==> config.mk <==
export PLATFORM = sky130hd
export DESIGN_NAME = usb_rx_ep_ctrl
export DESIGN_NICKNAME = d
export VERILOG_FILES = /design/src/rtl/usb_rx_ep_pkg.sv /design/src/rtl/rxep_pkt_count.sv /design/src/rtl/rxep_rise.sv /design/src/rtl/usb_rx_ep_ctrl.sv
export SDC_FILE = /design/constraint.sdc
export NUM_CORES = 1
export LEC_CHECK = 0
export BUFFER_PORTS_ARGS = -buffer_cell sky130_fd_sc_hd__buf_2
export CORE_MARGIN = 4
export CORE_UTILIZATION = 35
export DETAILED_ROUTE_END_ITERATION = 12
export PLACE_DENSITY = 0.7
export SETUP_SLACK_MARGIN = 0.4
export SLEW_MARGIN = 5
export SYNTH_ARGS = -nofsm -noshare
export SYNTH_HDL_FRONTEND = slang
export SYNTH_HIERARCHICAL = 1
export SYNTH_SLANG_ARGS = --single-unit
==> constraint.sdc <==
create_clock -name clk -period 3.2 [get_ports clk]
set_input_delay 0.32 -clock clk [delete_from_list [all_inputs] [get_ports clk]]
set_output_delay 0.32 -clock clk [all_outputs]
set_load 0.1 [all_outputs]
==> src/rtl/usb_rx_ep_pkg.sv <==
package usb_rx_ep_pkg;

    // Bit positions inside the register byte
    localparam int B_RDY   = 0;
    localparam int B_FULL  = 1;
    localparam int B_OVR   = 2;
    localparam int B_DERR  = 3;
    localparam int B_FLUSH = 4;
    localparam int B_REQ   = 5;
    localparam int B_STALL = 6;
    localparam int B_CLRT  = 7;

    typedef struct packed {
        logic ovr;
        logic derr;
        logic b5;
        logic b6;
        logic tog;
        logic flush;
        logic inreq;
    } ep_state_t;

endpackage

==> src/rtl/rxep_pkt_count.sv <==
module rxep_pkt_count #(
    parameter int DEPTH = 2
) (
    input  logic clk,
    input  logic rst_n,
    input  logic inc,
    input  logic dec,
    output logic taken,
    output logic any,
    output logic full,
    output logic empty_next
);
    localparam int CNT_W = $clog2(DEPTH + 1);

    logic [CNT_W-1:0] cnt_d, cnt_q;
    logic             drop;

    always_comb begin
        drop       = dec && (cnt_q != '0);
        taken      = inc && ((cnt_q < CNT_W'(DEPTH)) || drop);
        cnt_d      = cnt_q + CNT_W'(taken) - CNT_W'(drop);
        empty_next = (cnt_d == '0);
    end

    always_ff @(posedge clk) begin
        if (!rst_n) cnt_q <= '0;
        else        cnt_q <= cnt_d;
    end

    assign any  = (cnt_q != '0);
    assign full = (cnt_q == CNT_W'(DEPTH));

    // the count never passes the buffer depth
    a_r3_no_overflow: assert property (@(posedge clk) disable iff (!rst_n)
        cnt_q <= CNT_W'(DEPTH));

endmodule

==> src/rtl/rxep_rise.sv <==
module rxep_rise (
    input  logic clk,
    input  logic rst_n,
    input  logic lvl,
    output logic pulse
);
    logic prev_q;

    always_ff @(posedge clk) begin
        if (!rst_n) prev_q <= 1'b0;
        else        prev_q <= lvl;
    end

    assign pulse = lvl && !prev_q;

endmodule

==> src/rtl/usb_rx_ep_ctrl.sv <==
module usb_rx_ep_ctrl
    import usb_rx_ep_pkg::*;
#(
    parameter int BUF_DEPTH = 2
) (
    input  logic       clk,
    input  logic       rst_n,
    input  logic       host_mode,
    input  logic       iso_mode,
    input  logic       ev_pkt,
    input  logic       ev_pkt_bad,
    input  logic       ev_stall_tx,
    input  logic       ev_stall_rx,
    input  logic       ev_reject,
    input  logic       wr_en,
    input  logic [7:0] wr_data,
    output logic [7:0] rd_data,
    output logic       irq,
    output logic       stall_req,
    output logic       in_req,
    output logic       data_toggle,
    output logic       fifo_flush
);
    ep_state_t st_d, st_q;

    logic unload, taken, pkt_any, pkt_full, empty_next;
    logic stall_set, rdy_irq, stall_irq;

    // Unload one packet on a flush or on a write that clears packet-ready
    assign unload = wr_en && (wr_data[B_FLUSH] || !wr_data[B_RDY]);

    rxep_pkt_count #(.DEPTH(BUF_DEPTH)) u_count (
        .clk        (clk),
        .rst_n      (rst_n),
        .inc        (ev_pkt),
        .dec        (unload),
        .taken      (taken),
        .any        (pkt_any),
        .full       (pkt_full),
        .empty_next (empty_next)
    );

    always_comb begin
        st_d      = st_q;
        stall_set = host_mode ? ev_stall_rx : ev_stall_tx;

        // Overrun: hardware set beats software clear
        if (ev_reject && iso_mode)            st_d.ovr = 1'b1;
        else if (wr_en && !wr_data[B_OVR])    st_d.ovr = 1'b0;

        // Data error follows the stored packets
        if (taken && ev_pkt_bad && iso_mode)  st_d.derr = 1'b1;
        else if (empty_next)                  st_d.derr = 1'b0;

        // Bit 5: send-stall or request-packet; a write wins over self-clear
        if (wr_en)                            st_d.b5 = wr_data[B_REQ];
        else if (host_mode && taken)          st_d.b5 = 1'b0;

        // Bit 6: stall sent / received
        if (stall_set)                        st_d.b6 = 1'b1;
        else if (wr_en && !wr_data[B_STALL])  st_d.b6 = 1'b0;

        // Data toggle
        if (wr_en && wr_data[B_CLRT])         st_d.tog = 1'b0;
        else if (taken)                       st_d.tog = !st_q.tog;

        st_d.flush = wr_en && wr_data[B_FLUSH];
        st_d.inreq = wr_en && wr_data[B_REQ] && host_mode;
    end

    always_ff @(posedge clk) begin
        if (!rst_n) st_q <= '0;
        else        st_q <= st_d;
    end

    rxep_rise u_rdy_edge (
        .clk   (clk),
        .rst_n (rst_n),
        .lvl   (pkt_any),
        .pulse (rdy_irq)
    );

    rxep_rise u_stall_edge (
        .clk   (clk),
        .rst_n (rst_n),
        .lvl   (st_q.b6 && host_mode),
        .pulse (stall_irq)
    );

    assign irq         = rdy_irq || stall_irq;
    assign stall_req   = st_q.b5 && !host_mode && !iso_mode;
    assign in_req      = st_q.inreq;
    assign data_toggle = st_q.tog;
    assign fifo_flush  = st_q.flush;
    assign rd_data     = {1'b0, st_q.b6, st_q.b5, 1'b0,
                          st_q.derr && iso_mode, st_q.ovr && iso_mode,
                          pkt_full, pkt_any};

    // packet-ready rising always comes with an interrupt
    a_r2_ready_irq: assert property (@(posedge clk) disable iff (!rst_n)
        $rose(rd_data[B_RDY]) |-> irq);

    // a flush strobe only follows a write with bit 4 set
    a_r4_flush_src: assert property (@(posedge clk) disable iff (!rst_n)
        fifo_flush |-> $past(wr_en && wr_data[B_FLUSH]));

    // clear-toggle write leaves the toggle at 0
    a_r5_toggle_clear: assert property (@(posedge clk) disable iff (!rst_n)
        (wr_en && wr_data[B_CLRT]) |=> !data_toggle);

    // data-error only visible while a packet is held
    a_r6_err_needs_ready: assert property (@(posedge clk) disable iff (!rst_n)
        rd_data[B_DERR] |-> rd_data[B_RDY]);

    // a transmitted STALL in peripheral mode is never lost to a write
    a_r9_hw_wins: assert property (@(posedge clk) disable iff (!rst_n)
        (ev_stall_tx && !host_mode) |=> rd_data[B_STALL]);

    // IN request pulse only after a host-mode bit 5 write
    a_r10_inreq_src: assert property (@(posedge clk) disable iff (!rst_n)
        in_req |-> $past(wr_en && wr_data[B_REQ] && host_mode));

endmodule

==> results of run 1 <==
-- final timing paths --
check	startpoint	slack, ns	to
worst max register to register	u_count/cnt_q[0]	1.37	st_q[5]
worst min register to register	st_q[5]	0.48	st_q[5]
worst min-delay path	ev_reject	0.31	st_q[6]
worst max-delay path	u_count/cnt_q[0]	1.34	irq
-- layout by cell type, fill, tap and decap left out, drive strengths merged --
| master | netlist | final |
|---|---|---|
| conb | 1 | 2 |
| nor2b | 3 | 3 |
| buf | 6 | 26 |
| dfxtp | 11 | 11 |
| xor3 | 1 | 1 |
| inv | 5 | 5 |
| nand3 | 2 | 2 |
| and2 | 8 | 8 |
| or2 | 2 | 2 |
| ha | 2 | 2 |
| clkbuf | 0 | 4 |
| o21ai | 2 | 2 |
| a21oi | 2 | 2 |
| nand2b | 1 | 1 |
| a21boi | 5 | 5 |
| and3 | 2 | 2 |
| nor2 | 3 | 3 |
| mux2i | 1 | 1 |
| nor3b | 1 | 1 |
| nand2 | 5 | 5 |
-- worst reg2reg max path: stages (launching register included) --
cell and delay [ns]:
sky130_fd_sc_hd__dfxtp_1 0.32, sky130_fd_sc_hd__or2_1 0.28, sky130_fd_sc_hd__and2_1 0.18, sky130_fd_sc_hd__ha_1 0.26, sky130_fd_sc_hd__inv_1 0.05, sky130_fd_sc_hd__ha_1 0.14, sky130_fd_sc_hd__xor3_1 0.23, sky130_fd_sc_hd__nor2_1 0.10
sky130_fd_sc_hd__nand2b_1 0.10, sky130_fd_sc_hd__a21boi_0 0.07
-- stage by stage --
stage	cells	util [%]	setup slack, ns	power [mW]	hold WS [ns]
after floorplan	64	-	1.35	0.499	0.434
after global placement	100	44.7	1.13	0.526	0.462
after detailed placement	100	44.7	1.16	0.530	0.469
after CTS	104	46.5	1.31	0.624	0.301
after global routing	104	46.5	1.19	0.648	0.320
final	104	46.5	1.34	0.616	0.309
-- power groups by stage --
stage | clock (mW) | combinational, mW | sequential, mW
after detailed placement | 0 | 0.354 | 0.176
final | 0.0921 | 0.351 | 0.173
after CTS | 0.0963 | 0.354 | 0.173
after global placement | 0 | 0.350 | 0.176
after floorplan | 0 | 0.307 | 0.192
after global routing | 0.0992 | 0.374 | 0.175
-- registers in the layout (all words and copies together) (netlist names) --
signal               cells
data_toggle              1
u_rdy_edge/prev_q        1
st_q                     2
rd_data                  2
u_count/cnt_q            2
fifo_flush               1
in_req                   1
u_stall_edge/prev_q      1
-- kinds of logic (layout without fill, tap and decap cells) --
logic type / count (synthesis) / after routing / share of synthesized area [%]
AO/OA/AOI/OAI: 9 / 9 / 10.1
XOR/XNOR: 1 / 1 / 4.18
adder cells (fa/ha/maj): 2 / 2 / 4.40
buffers and inverters: 11 / 35 / 11.2
flip-flops: 11 / 11 / 38.8
multiplexers: 1 / 1 / 1.76
other: 1 / 2 / 0.660
AND/OR/NAND/NOR: 27 / 27 / 28.9
-- per-layer routing --
layer,vias up,part of all wire [%]
met5,-,0
met4,0,2.1
met3,2,10
met2,18,42
met1,186,45
li1,244,-
-- layout make-up --
cell class	count	area (um2)	share of cell area, %
well taps	16	20.0	2.83
multi-input cells	42	293	41.3
clock buffers	4	26.3	3.71
flip-flops and latches	11	220	31.1
inverters	5	18.8	2.65
repair buffers	26	130	18.4
==> metrics.md, run 1 <==
| Metric | Value |
|---|---|
| Status | finished clean |
| Clock Latency Late Sink | 0.26 ns |
| Count of final setup violators | 0 |
| Data arrival, critical path | 1.54 ns |
| Net switching component of the power | 0.311 mW |
| Overflow after GRT | 0 |
| Fraction of power consumed by sequential logic | 28.1% |
| Cells along the critical path | or2_1 -> nor2b_4 -> or2_2 -> buf_2 |
| Shortest period the worst path allows | 1.86 ns |
| Max Clock Freq | 537 MHz |
| Pre-antenna DRT Iters | 4 |
| Met2 usage | 14.6% |
| Slowest CP cell | sky130_fd_sc_hd__dfxtp_1 |
| FF-to-FF path depth | 9 |
| Max Clock Skew | 0.00252 ns |
| Post-synth design cell area | 568 um2 |
| Initial core utilization | 37.3% |
| Cell count of the worst hold path | 3 |
| Top Usage Layer GRT | met2 |
| Post-CTS setup buffer count | 0 |
| Final design instance area without fill | 708 um2 |
| Worst hold path class | input port to register |
| Total vias in the final route | 450 |
| Comb pwr share | 57.0% |
| Area Overhead vs Synth | 24.7% |
| Most frequent cell after synthesis | sky130_fd_sc_hd__dfxtp_1 |
| Number of antenna-violating nets in the routed design | 0 |
| Power per standard cell area | 870 mW/mm2 |
| Prevailing post-synth register cell | sky130_fd_sc_hd__dfxtp_1 |
| Number of pins exceeding their max-slew limit in the final report | 0 |
| Number of distinct library cells after synthesis | 23 |
| Count of yosys warnings during synthesis | 6 |
| Sum of negative setup slack | 0 ns |
| Total I/O pin count | 31 |
| GRT Overall Usage | 10.1% |
| Row count | 14 |
| Clock root buffer | sky130_fd_sc_hd__clkbuf_4 |
| Internal power | 0.305 mW |
| Area inside the core boundary | 0.00152 mm2 |
| Number of standard cells after synthesis | 63 |
| Number of endpoints with negative hold slack in the final report | 0 |
| Met3 Track Usage GR | 2.21% |
| Total number of nets in the final design | 109 |
| Number of design-rule violations left by the first detailed-router iteration | 12 |
| Buffers plus inverters on the worst setup path | 1 |
| Final wirelength | 1.08 mm |
| Number of enable-type register cells in the synthesized netlist | 0 |
| Initial antenna violation count | 0 |
| Share of flip-flops with an asynchronous set or reset | 0% |
| Sequential area share after synthesis | 38.8% |
| Actual slew at the worst max-slew pin | 0.564 ns |
| CP peak stage delay | 0.32 ns |
| Switching part of the total | 50.5% |
| Gates resized, CTS repair | 0 |
| Final HPWL DP | 883 um |
| Startpoint type of the worst setup path | register |
| Sinks on the clock net | 11 |
| Total clock buffers created by CTS | 3 |
| Commonest cells post-synth | 11 x sky130_fd_sc_hd__dfxtp_1, 7 x sky130_fd_sc_hd__and2_1, 6 x sky130_fd_sc_hd__buf_4 |
| Vertical die dimension | 48.3 um |
| Fillers | 146 |
| Kind of cell with the highest combined delay on the critical path | simple AND/OR/NAND/NOR gates |
| First-pass GRT wire length | 1.53 mm |
| Crit path required time | 2.88 ns |
| Met1 track utilization from global routing | 12.0% |
| Stages on the worst setup path | 4 |
| Leakage power | 0.379 nW |
| Diodes inserted | 0 |
| Setup repair after global routing missed its margin | false |
| Top cells by area in the synthesized netlist | sky130_fd_sc_hd__dfxtp_1 39%, sky130_fd_sc_hd__buf_4 7.9%, sky130_fd_sc_hd__and2_1 7.7% |
| Routed wire per std cell | 10.4 um |
| Clock transition at the registers of the reported paths | 0.07 ns |
| Placement-stage cell area | 682 um2 |
| DR vias/cell | 4.33 |
| Largest net degree at the start of global routing | 12 |
| Hold buffer count at CTS | 0 |
| Part of the cycle the worst path needs | 58.2% |
| Per-instance average area after synthesis | 9.02 um2 |
| Die footprint | 0.00233 mm2 |
| Share of final-layout standard cells stronger than drive strength 1 | 38.6% |
| Maximum root-to-sink buffer count | 2 |
| Critical Path End Type | output pin |
| Max-cap viol count | 0 |
| Area share of the largest cell type after synthesis | 38.8% |
| Residual DRC | 0 |
| Maximum ir drop on the vdd rail | 0.293 mV |
| Worst slew margin | 62.0% |
| Horizontal extent of the die | 48.3 um |
| FF+latch count, synth | 11 |
| Clock Power Share | 15.0% |
| Startpoint-to-endpoint class of the critical path | register to output pin |
| Cell taking the most area after synthesis | sky130_fd_sc_hd__dfxtp_1 |
| Routability congestion estimate from global placement | 0.679 |
| Highest net fanout along the worst path | 4 |
| TritonCTS clock tree | yes |
| Number of global-route vias before repair | 387 |
| Clock H-tree levels | 1 |
| IO Port Bufs | 26 |
(Power assumes the default switching activity.)
==> run 2: changes to the inputs <==
ABC_AREA = 1   (was default)
PLACE_DENSITY = 0.71   (was 0.7)
clock period = 1.5 ns   (was 3.2 ns; I/O delays follow)
==> run 2 against run 1 <==
Sequential share of layout area fell by 8.9 points. Core utilization rose by 13 points. Worst setup slack got worse by 1.3 ns. Final area rose by 44%. Die area rose by 8.6%. Largest power group unchanged. Register-to-register slack got worse by 1.3 ns. Critical path depth rose by 3. Total power rose to 3.3 times the previous value. Sequential power rose by 120%. Sequential cell count did not move. Clock skew fell by 0.0013 ns. Combinational power rose to 4.2 times the previous value.
==> metrics.md, run 2 <==
| Metric | Value |
|---|---|
| Status | finished clean |
| Fillers | 157 |
| Setup repair after global routing missed its margin | true |
| Fraction of the mapped netlist area in compound gates | 6.79% |
| Leakage power | 0.559 nW |
| Capture instance of the worst register-to-register path | st_q[5] |
| Sinks on the clock net | 11 |
| GRT Overall Usage | 12.1% |
| Total area of sequential cells | 226 um2 |
| Synth Area in XOR/XNOR | 0% |
| Number of enable-type register cells in the synthesized netlist | 0 |
| Area Overhead vs Synth | 62.5% |
| Initial core utilization | 36.7% |
| Part of the cycle the worst path needs | 95.8% |
| Total vias in the final route | 671 |
| Number of distinct library cells after synthesis | 17 |
| Placed cells | 149 |
| Number of global-route vias before repair | 618 |
| Net switching component of the power | 1.02 mW |
| Most frequent cell after synthesis | sky130_fd_sc_hd__nand2_1 |
| Max Clock Freq | 696 MHz |
| Initial antenna violation count | 0 |
| Number of endpoints with negative hold slack in the final report | 0 |
| DR vias/cell | 4.22 |
| Commonest cells post-synth | 30 x sky130_fd_sc_hd__nand2_1, 19 x sky130_fd_sc_hd__inv_1, 11 x sky130_fd_sc_hd__dfxtp_1 |
| Area share of the largest cell type after synthesis | 35.1% |
| Switching part of the total | 49.6% |
| Share of final-layout standard cells stronger than drive strength 1 | 53.7% |
| Overflow after GRT | 0 |
| Area inside the core boundary | 0.00171 mm2 |
| Clock transition at the registers of the reported paths | 0.07 ns |
| Vertical die dimension | 50.3 um |
| FF+latch count, synth | 11 |
| Post-route insts no fill | 159 |
| Final WS setup | 0.0627 ns |
| Data arrival, critical path | 1.29 ns |
| Hold Startpoint | ev_reject |
| Internal power | 1.03 mW |
| Launch instance of the worst register-to-register path | u_count/cnt_q[1] |
| Area occupied by multi-input gates | 327 um2 |
| Clock Latency Late Sink | 0.27 ns |
| Count of final setup violators | 0 |
| Clock Power Share | 9.9% |
| Worst hold path class | input port to register |
| Main combinational cell family by area after synthesis | simple AND/OR/NAND/NOR gates |
| Final HPWL DP | 1.11 mm |
| Post-synth design cell area | 627 um2 |
| Startpoint-to-endpoint class of the critical path | register to output pin |
| Routability congestion estimate from global placement | 0.761 |
| Count of yosys warnings during synthesis | 6 |
| Number of antenna-violating nets in the routed design | 0 |
| Adder-cell area share of the yosys netlist | 3.99% |
| Clock H-tree levels | 1 |
| Power per standard cell area | 2010 mW/mm2 |
| Highest net fanout along the worst path | 3 |
| Routed wire per std cell | 9.03 um |
| Cell taking the most area after synthesis | sky130_fd_sc_hd__dfxtp_1 |
| Fraction of power consumed by sequential logic | 18.8% |
| Prevailing post-synth register cell | sky130_fd_sc_hd__dfxtp_1 |
| Number of pins exceeding their max-slew limit in the final report | 0 |
| Max Clock Skew | 0.00126 ns |
| Simple-gate area share of the yosys netlist | 31.9% |
| Capture endpoint of the worst hold path | st_q[6] |
| Final wirelength | 1.44 mm |
| Max-cap viol count | 0 |
| Row count | 15 |
| Crit path required time | 1.35 ns |
| Residual DRC | 0 |
| Share of the core filled with cells | 59.6% |
| Setup WS pre-CTS | -0.0253 ns |
| Comb pwr share | 71.3% |
| Flop2flop setup slack | 0.10 ns |
| Number of design-rule violations left by the first detailed-router iteration | 8 |
| Largest net degree at the start of global routing | 7 |
| FF-to-FF path depth | 12 |
| Clock root buffer | sky130_fd_sc_hd__clkbuf_4 |
| Diodes inserted | 0 |
| Multiplexer area fraction after synthesis | 0% |
| Sequential area share after synthesis | 35.1% |
| First-pass GRT wire length | 2.33 mm |
| Maximum ir drop on the vdd rail | 1.16 mV |
| Total I/O pin count | 31 |
| Shortest period the worst path allows | 1.44 ns |
| TritonCTS clock tree | yes |
| Pre-antenna DRT Iters | 3 |
| Leading cell types in the layout, fill and taps excluded | 27 x sky130_fd_sc_hd__nand2_1, 15 x sky130_fd_sc_hd__buf_2, 13 x sky130_fd_sc_hd__inv_1, 13 x sky130_fd_sc_hd__buf_4, 11 x sky130_fd_sc_hd__inv_2 |
| Die footprint | 0.00253 mm2 |
| IO Port Bufs | 26 |
| Number of standard cells after synthesis | 98 |
| Maximum root-to-sink buffer count | 2 |
| Startpoint type of the worst setup path | register |
| Most common library cell in the layout ignoring fill and taps | sky130_fd_sc_hd__nand2_1 |
| Cell count of the worst hold path | 3 |
| Total number of nets in the final design | 155 |
| Horizontal extent of the die | 50.3 um |
| Top cells by area in the synthesized netlist | sky130_fd_sc_hd__dfxtp_1 35%, sky130_fd_sc_hd__nand2_1 18%, sky130_fd_sc_hd__inv_1 11% |
| Share of flip-flops with an asynchronous set or reset | 0% |
| Total clock buffers created by CTS | 3 |
| Per-instance average area after synthesis | 6.40 um2 |
| Critical Path End Type | output pin |
## run 2: cell types whose count changed after synthesis, sizes merged, moves of 2 or more
cell | before | now
nand3 | 2 | 4
a21oi | 2 | 6
inv | 5 | 24
a21boi | 5 | 1
nand2 | 5 | 32
and3 | 2 | 0
nor3 | 0 | 2
nor2b | 3 | 0
and2 | 8 | 0
nor2 | 3 | 7
## run 2: critical path: stages (launching register included)
cell and delay (ns):
sky130_fd_sc_hd__dfxtp_2 0.33, sky130_fd_sc_hd__inv_2 0.07, sky130_fd_sc_hd__buf_4 0.11, sky130_fd_sc_hd__nand2_4 0.04, sky130_fd_sc_hd__inv_2 0.04, sky130_fd_sc_hd__nor2_2 0.03
sky130_fd_sc_hd__or2_4 0.23, sky130_fd_sc_hd__buf_12 0.16
## run 2: cells by family after synthesis
| family | after synthesis |
|---|---|
| and+or+nand+nor | 46 |
| buffers and inverters | 30 |
| adders and majority gates | 2 |
| other | 1 |
| DFF | 11 |
| AOI/OAI and AO/OA | 8 |
## run 2: final cells by class
type	instances	share of cell area, %
timing repair buffer	37	31.2
sequential	11	22.2
clock buffer	4	2.58
multi-input combinational	58	32.1
inverter	24	8.85
tap	25	3.07
## run 2: through the flow
stage	setup TNS (ns)	power (mW)	cell area (um2)	hold slack, ns
after floorplan	0	1.35	659	0.243
after global placement	0	1.52	828	0.409
after detailed placement	-0.0253	1.54	828	0.424
after CTS	0	1.99	966	0.128
after global routing	-0.00237	2.17	1020	0.138
final	0	2.05	1020	0.123
## run 2: what timing repair did
action | CTS | global route
pin swaps | 5 | 2
buffers inserted | 3 | 3
gates resized for setup | 30 | 10
endpoints found under the setup margin | 14 | 12
hold buffers | 0 | 0
## run 2: how the worst max path moves through the flow
stage	startpoint	end	slack, ns	cells past startpoint
6_report	u_count/cnt_q[0]	irq	0.06	7
2_1_floorplan	u_count/cnt_q[1]	st_q[5]	0.12	12
3_5_place_dp	wr_data[4]	st_q[5]	-0.03	15
3_3_place_gp	wr_en	st_q[5]	0.01	15
4_1_cts	u_count/cnt_q[1]	irq	0.07	7
5_1_grt	u_count/cnt_q[1]	st_q[5]	-0.002	12
## run 2: layer usage
layer / share of wire (%) / GRT usage, % / up-vias
met2: 53 / 21.3 / 16
met4: 1.9 / 5.38 / 0
li1: - / - / 349
met5: 0 / 0 / -
met1: 39 / 12.5 / 302
met3: 6.2 / 4.75 / 4
## run 2: power by group through the flow
stage	clock, mW	combinational [mW]	sequential [mW]
6_report	0.203	1.46	0.384
5_1_grt	0.219	1.56	0.389
4_1_cts	0.211	1.39	0.385
3_5_place_dp	0	1.15	0.393
3_3_place_gp	0	1.13	0.390
2_1_floorplan	0	0.926	0.424
==> run 3: changes to the inputs <==
ABC_AREA = default   (was 1)
GPL_TIMING_DRIVEN = 0   (was default)
PLACE_DENSITY = 0.73   (was 0.71)
==> run 3 against run 2 <==
The run now ends with setup timing left. Routed wire length down 4.7%. Sequential cell count unchanged. Core utilization up 4.2 points. Final area down 4.5%. Clock-buffer cell count down 1. Maximum frequency down 17%. Sequential power down 2%. First-iteration DRC count down 50%. Critical path type is now register to register.
==> metrics.md, run 3 (synthesis gave the netlist of run 1 again) <==
| Metric | Value |
|---|---|
| Largest net degree at the start of global routing | 12 |
| Die footprint | 0.00233 mm2 |
| Routed wire per std cell | 12.1 um |
| Max Clock Freq | 580 MHz |
| Capture instance of the worst register-to-register path | st_q[5] |
| Highest net fanout along the worst path | 2 |
| Total number of nets in the final design | 118 |
| IO Port Bufs | 26 |
| Pre-antenna DRT Iters | 3 |
| Startpoint-to-endpoint class of the critical path | register to register |
| Crit path required time | 1.71 ns |
| Clock H-tree levels | 1 |
| Clock transition at the registers of the reported paths | 0.08 ns |
| Row count | 14 |
| Final HPWL DP | 930 um |
| Horizontal extent of the die | 48.3 um |
| FF-to-FF path depth | 9 |
| Cell count of the worst hold path | 3 |
| TritonCTS clock tree | yes |
| Number of global-route vias before repair | 489 |
| Part of the cycle the worst path needs | 115% |
| Clock Latency Late Sink | 0.27 ns |
| Setup WS pre-CTS | -0.367 ns |
| Routability congestion estimate from global placement | 0.704 |
| Vertical die dimension | 48.3 um |
| Total clock buffers created by CTS | 3 |
| Share of the core filled with cells | 63.8% |
| Shortest period the worst path allows | 1.73 ns |
| Maximum root-to-sink buffer count | 2 |
| Area occupied by multi-input gates | 355 um2 |
| Hold buffer count at CTS | 0 |
| DR vias/cell | 4.46 |
| Sum of negative setup slack | -0.471 ns |
| Total I/O pin count | 31 |
| Violations in the final reports | setup timing |
| Clock root buffer | sky130_fd_sc_hd__clkbuf_4 |
| Leakage power | 0.474 nW |
| Fillers | 131 |
| Number of endpoints with negative hold slack in the final report | 0 |
| Number of antenna-violating nets in the routed design | 0 |
| Overflow after GRT | 0 |
| Max-cap viol count | 0 |
| Worst hold path class | input port to register |
| Hold Startpoint | ev_reject |
| Max Clock Skew | 0.00696 ns |
| Number of pins exceeding their max-slew limit in the final report | 0 |
| Sinks on the clock net | 11 |
| Maximum ir drop on the vdd rail | 0.761 mV |
| Flop2flop setup slack | -0.23 ns |
| Power per standard cell area | 1810 mW/mm2 |
| Total vias in the final route | 504 |
| Diodes inserted | 0 |
| Capture endpoint of the worst hold path | st_q[6] |
| Final WS setup | -0.225 ns |
| Launch instance of the worst register-to-register path | u_count/cnt_q[0] |
| Startpoint type of the worst setup path | register |
| Leading cell types in the layout, fill and taps excluded | 15 x sky130_fd_sc_hd__buf_2, 10 x sky130_fd_sc_hd__buf_4, 7 x sky130_fd_sc_hd__buf_12 |
| Most common library cell in the layout ignoring fill and taps | sky130_fd_sc_hd__buf_2 |
| Total area of sequential cells | 226 um2 |
| Initial core utilization | 37.3% |
| Count of final setup violators | 3 |
| Initial antenna violation count | 0 |
| Status | finished, violations left |
| Critical Path End Type | register |
| First-pass GRT wire length | 2.04 mm |
| Data arrival, critical path | 1.93 ns |
| Area inside the core boundary | 0.00152 mm2 |
| Setup repair after global routing missed its margin | true |
| Residual DRC | 0 |
| Power Total | 1.76 mW |
| GRT Overall Usage | 12.7% |
| Share of final-layout standard cells stronger than drive strength 1 | 59.8% |
| Area Overhead vs Synth | 71.1% |
| Number of design-rule violations left by the first detailed-router iteration | 4 |
| Final wirelength | 1.37 mm |
run 3: cell types whose count changed in the layout (fill, tap and decap cells not counted), sizes merged, moves of 2 or more:
cell    before  now
a21boi       1    5
a21oi        6    2
and2         0    8
and3         0    2
buf         37   35
inv         24    5
nand2       32    5
nand3        4    2
nor2         7    3
nor2b        0    3
nor3         2    0
run 3: worst max path at each step:
stage / from / end / cells past startpoint
after floorplan: u_count/cnt_q[0] / st_q[5] / 9
after global placement: u_count/cnt_q[0] / st_q[5] / 9
after detailed placement: u_count/cnt_q[0] / st_q[5] / 9
after CTS: u_count/cnt_q[0] / st_q[5] / 9
after global routing: u_count/cnt_q[0] / st_q[5] / 9
final: u_count/cnt_q[0] / st_q[5] / 9
run 3: layout make-up:
| class | count | area share (%) |
|---|---|---|
| inverter | 5 | 1.93 |
| multi-input combinational | 42 | 36.6 |
| timing repair buffer | 29 | 28.3 |
| clock buffer | 3 | 2.32 |
| clock inverter | 1 | 0.515 |
| tap | 16 | 2.06 |
| sequential | 11 | 23.3 |
| buffer | 6 | 5.02 |
run 3: per-layer routing:
layer  share of wire, %  vias up  wire length [um]  GRT usage [%]
li1                   -      265                 -              -
met1                 40      221               553           13.6
met2                 52       18               710           23.4
met3                7.6        0               104           4.43
met4                  0        0                 0           3.23
met5                  0        -                 0              0
run 3: power by group:
group / switching [mW] / total, mW / internal, mW
clock: 0.102 / 0.201 / 0.0986
sequential: 0.0295 / 0.375 / 0.346
combinational: 0.651 / 1.18 / 0.530
total: 0.782 / 1.76 / 0.975
run 3: per-stage QoR:
stage	std cells	cell area, um2	hold WS [ns]
2_1_floorplan	64	583	0.264
3_3_place_gp	106	733	0.409
3_5_place_dp	106	733	0.413
4_1_cts	113	928	0.131
5_1_grt	113	972	0.137
6_report	113	972	0.137
run 3: what timing repair did:
item | CTS | global route
endpoints found under the setup margin | 14 | 10
gates resized for setup | 41 | 12
pin swaps | 1 | 1
setup buffers | 3 | 0
run 3: worst max-delay path, cell delays in order (launching register included):
cell and delay (ns):
sky130_fd_sc_hd__dfxtp_2 0.32, sky130_fd_sc_hd__or2_4 0.24, sky130_fd_sc_hd__and2_4 0.16, sky130_fd_sc_hd__ha_4 0.26, sky130_fd_sc_hd__inv_2 0.04, sky130_fd_sc_hd__ha_4 0.14
sky130_fd_sc_hd__xor3_1 0.21, sky130_fd_sc_hd__nor2_1 0.04, sky130_fd_sc_hd__nand2b_1 0.13, sky130_fd_sc_hd__a21boi_1 0.11
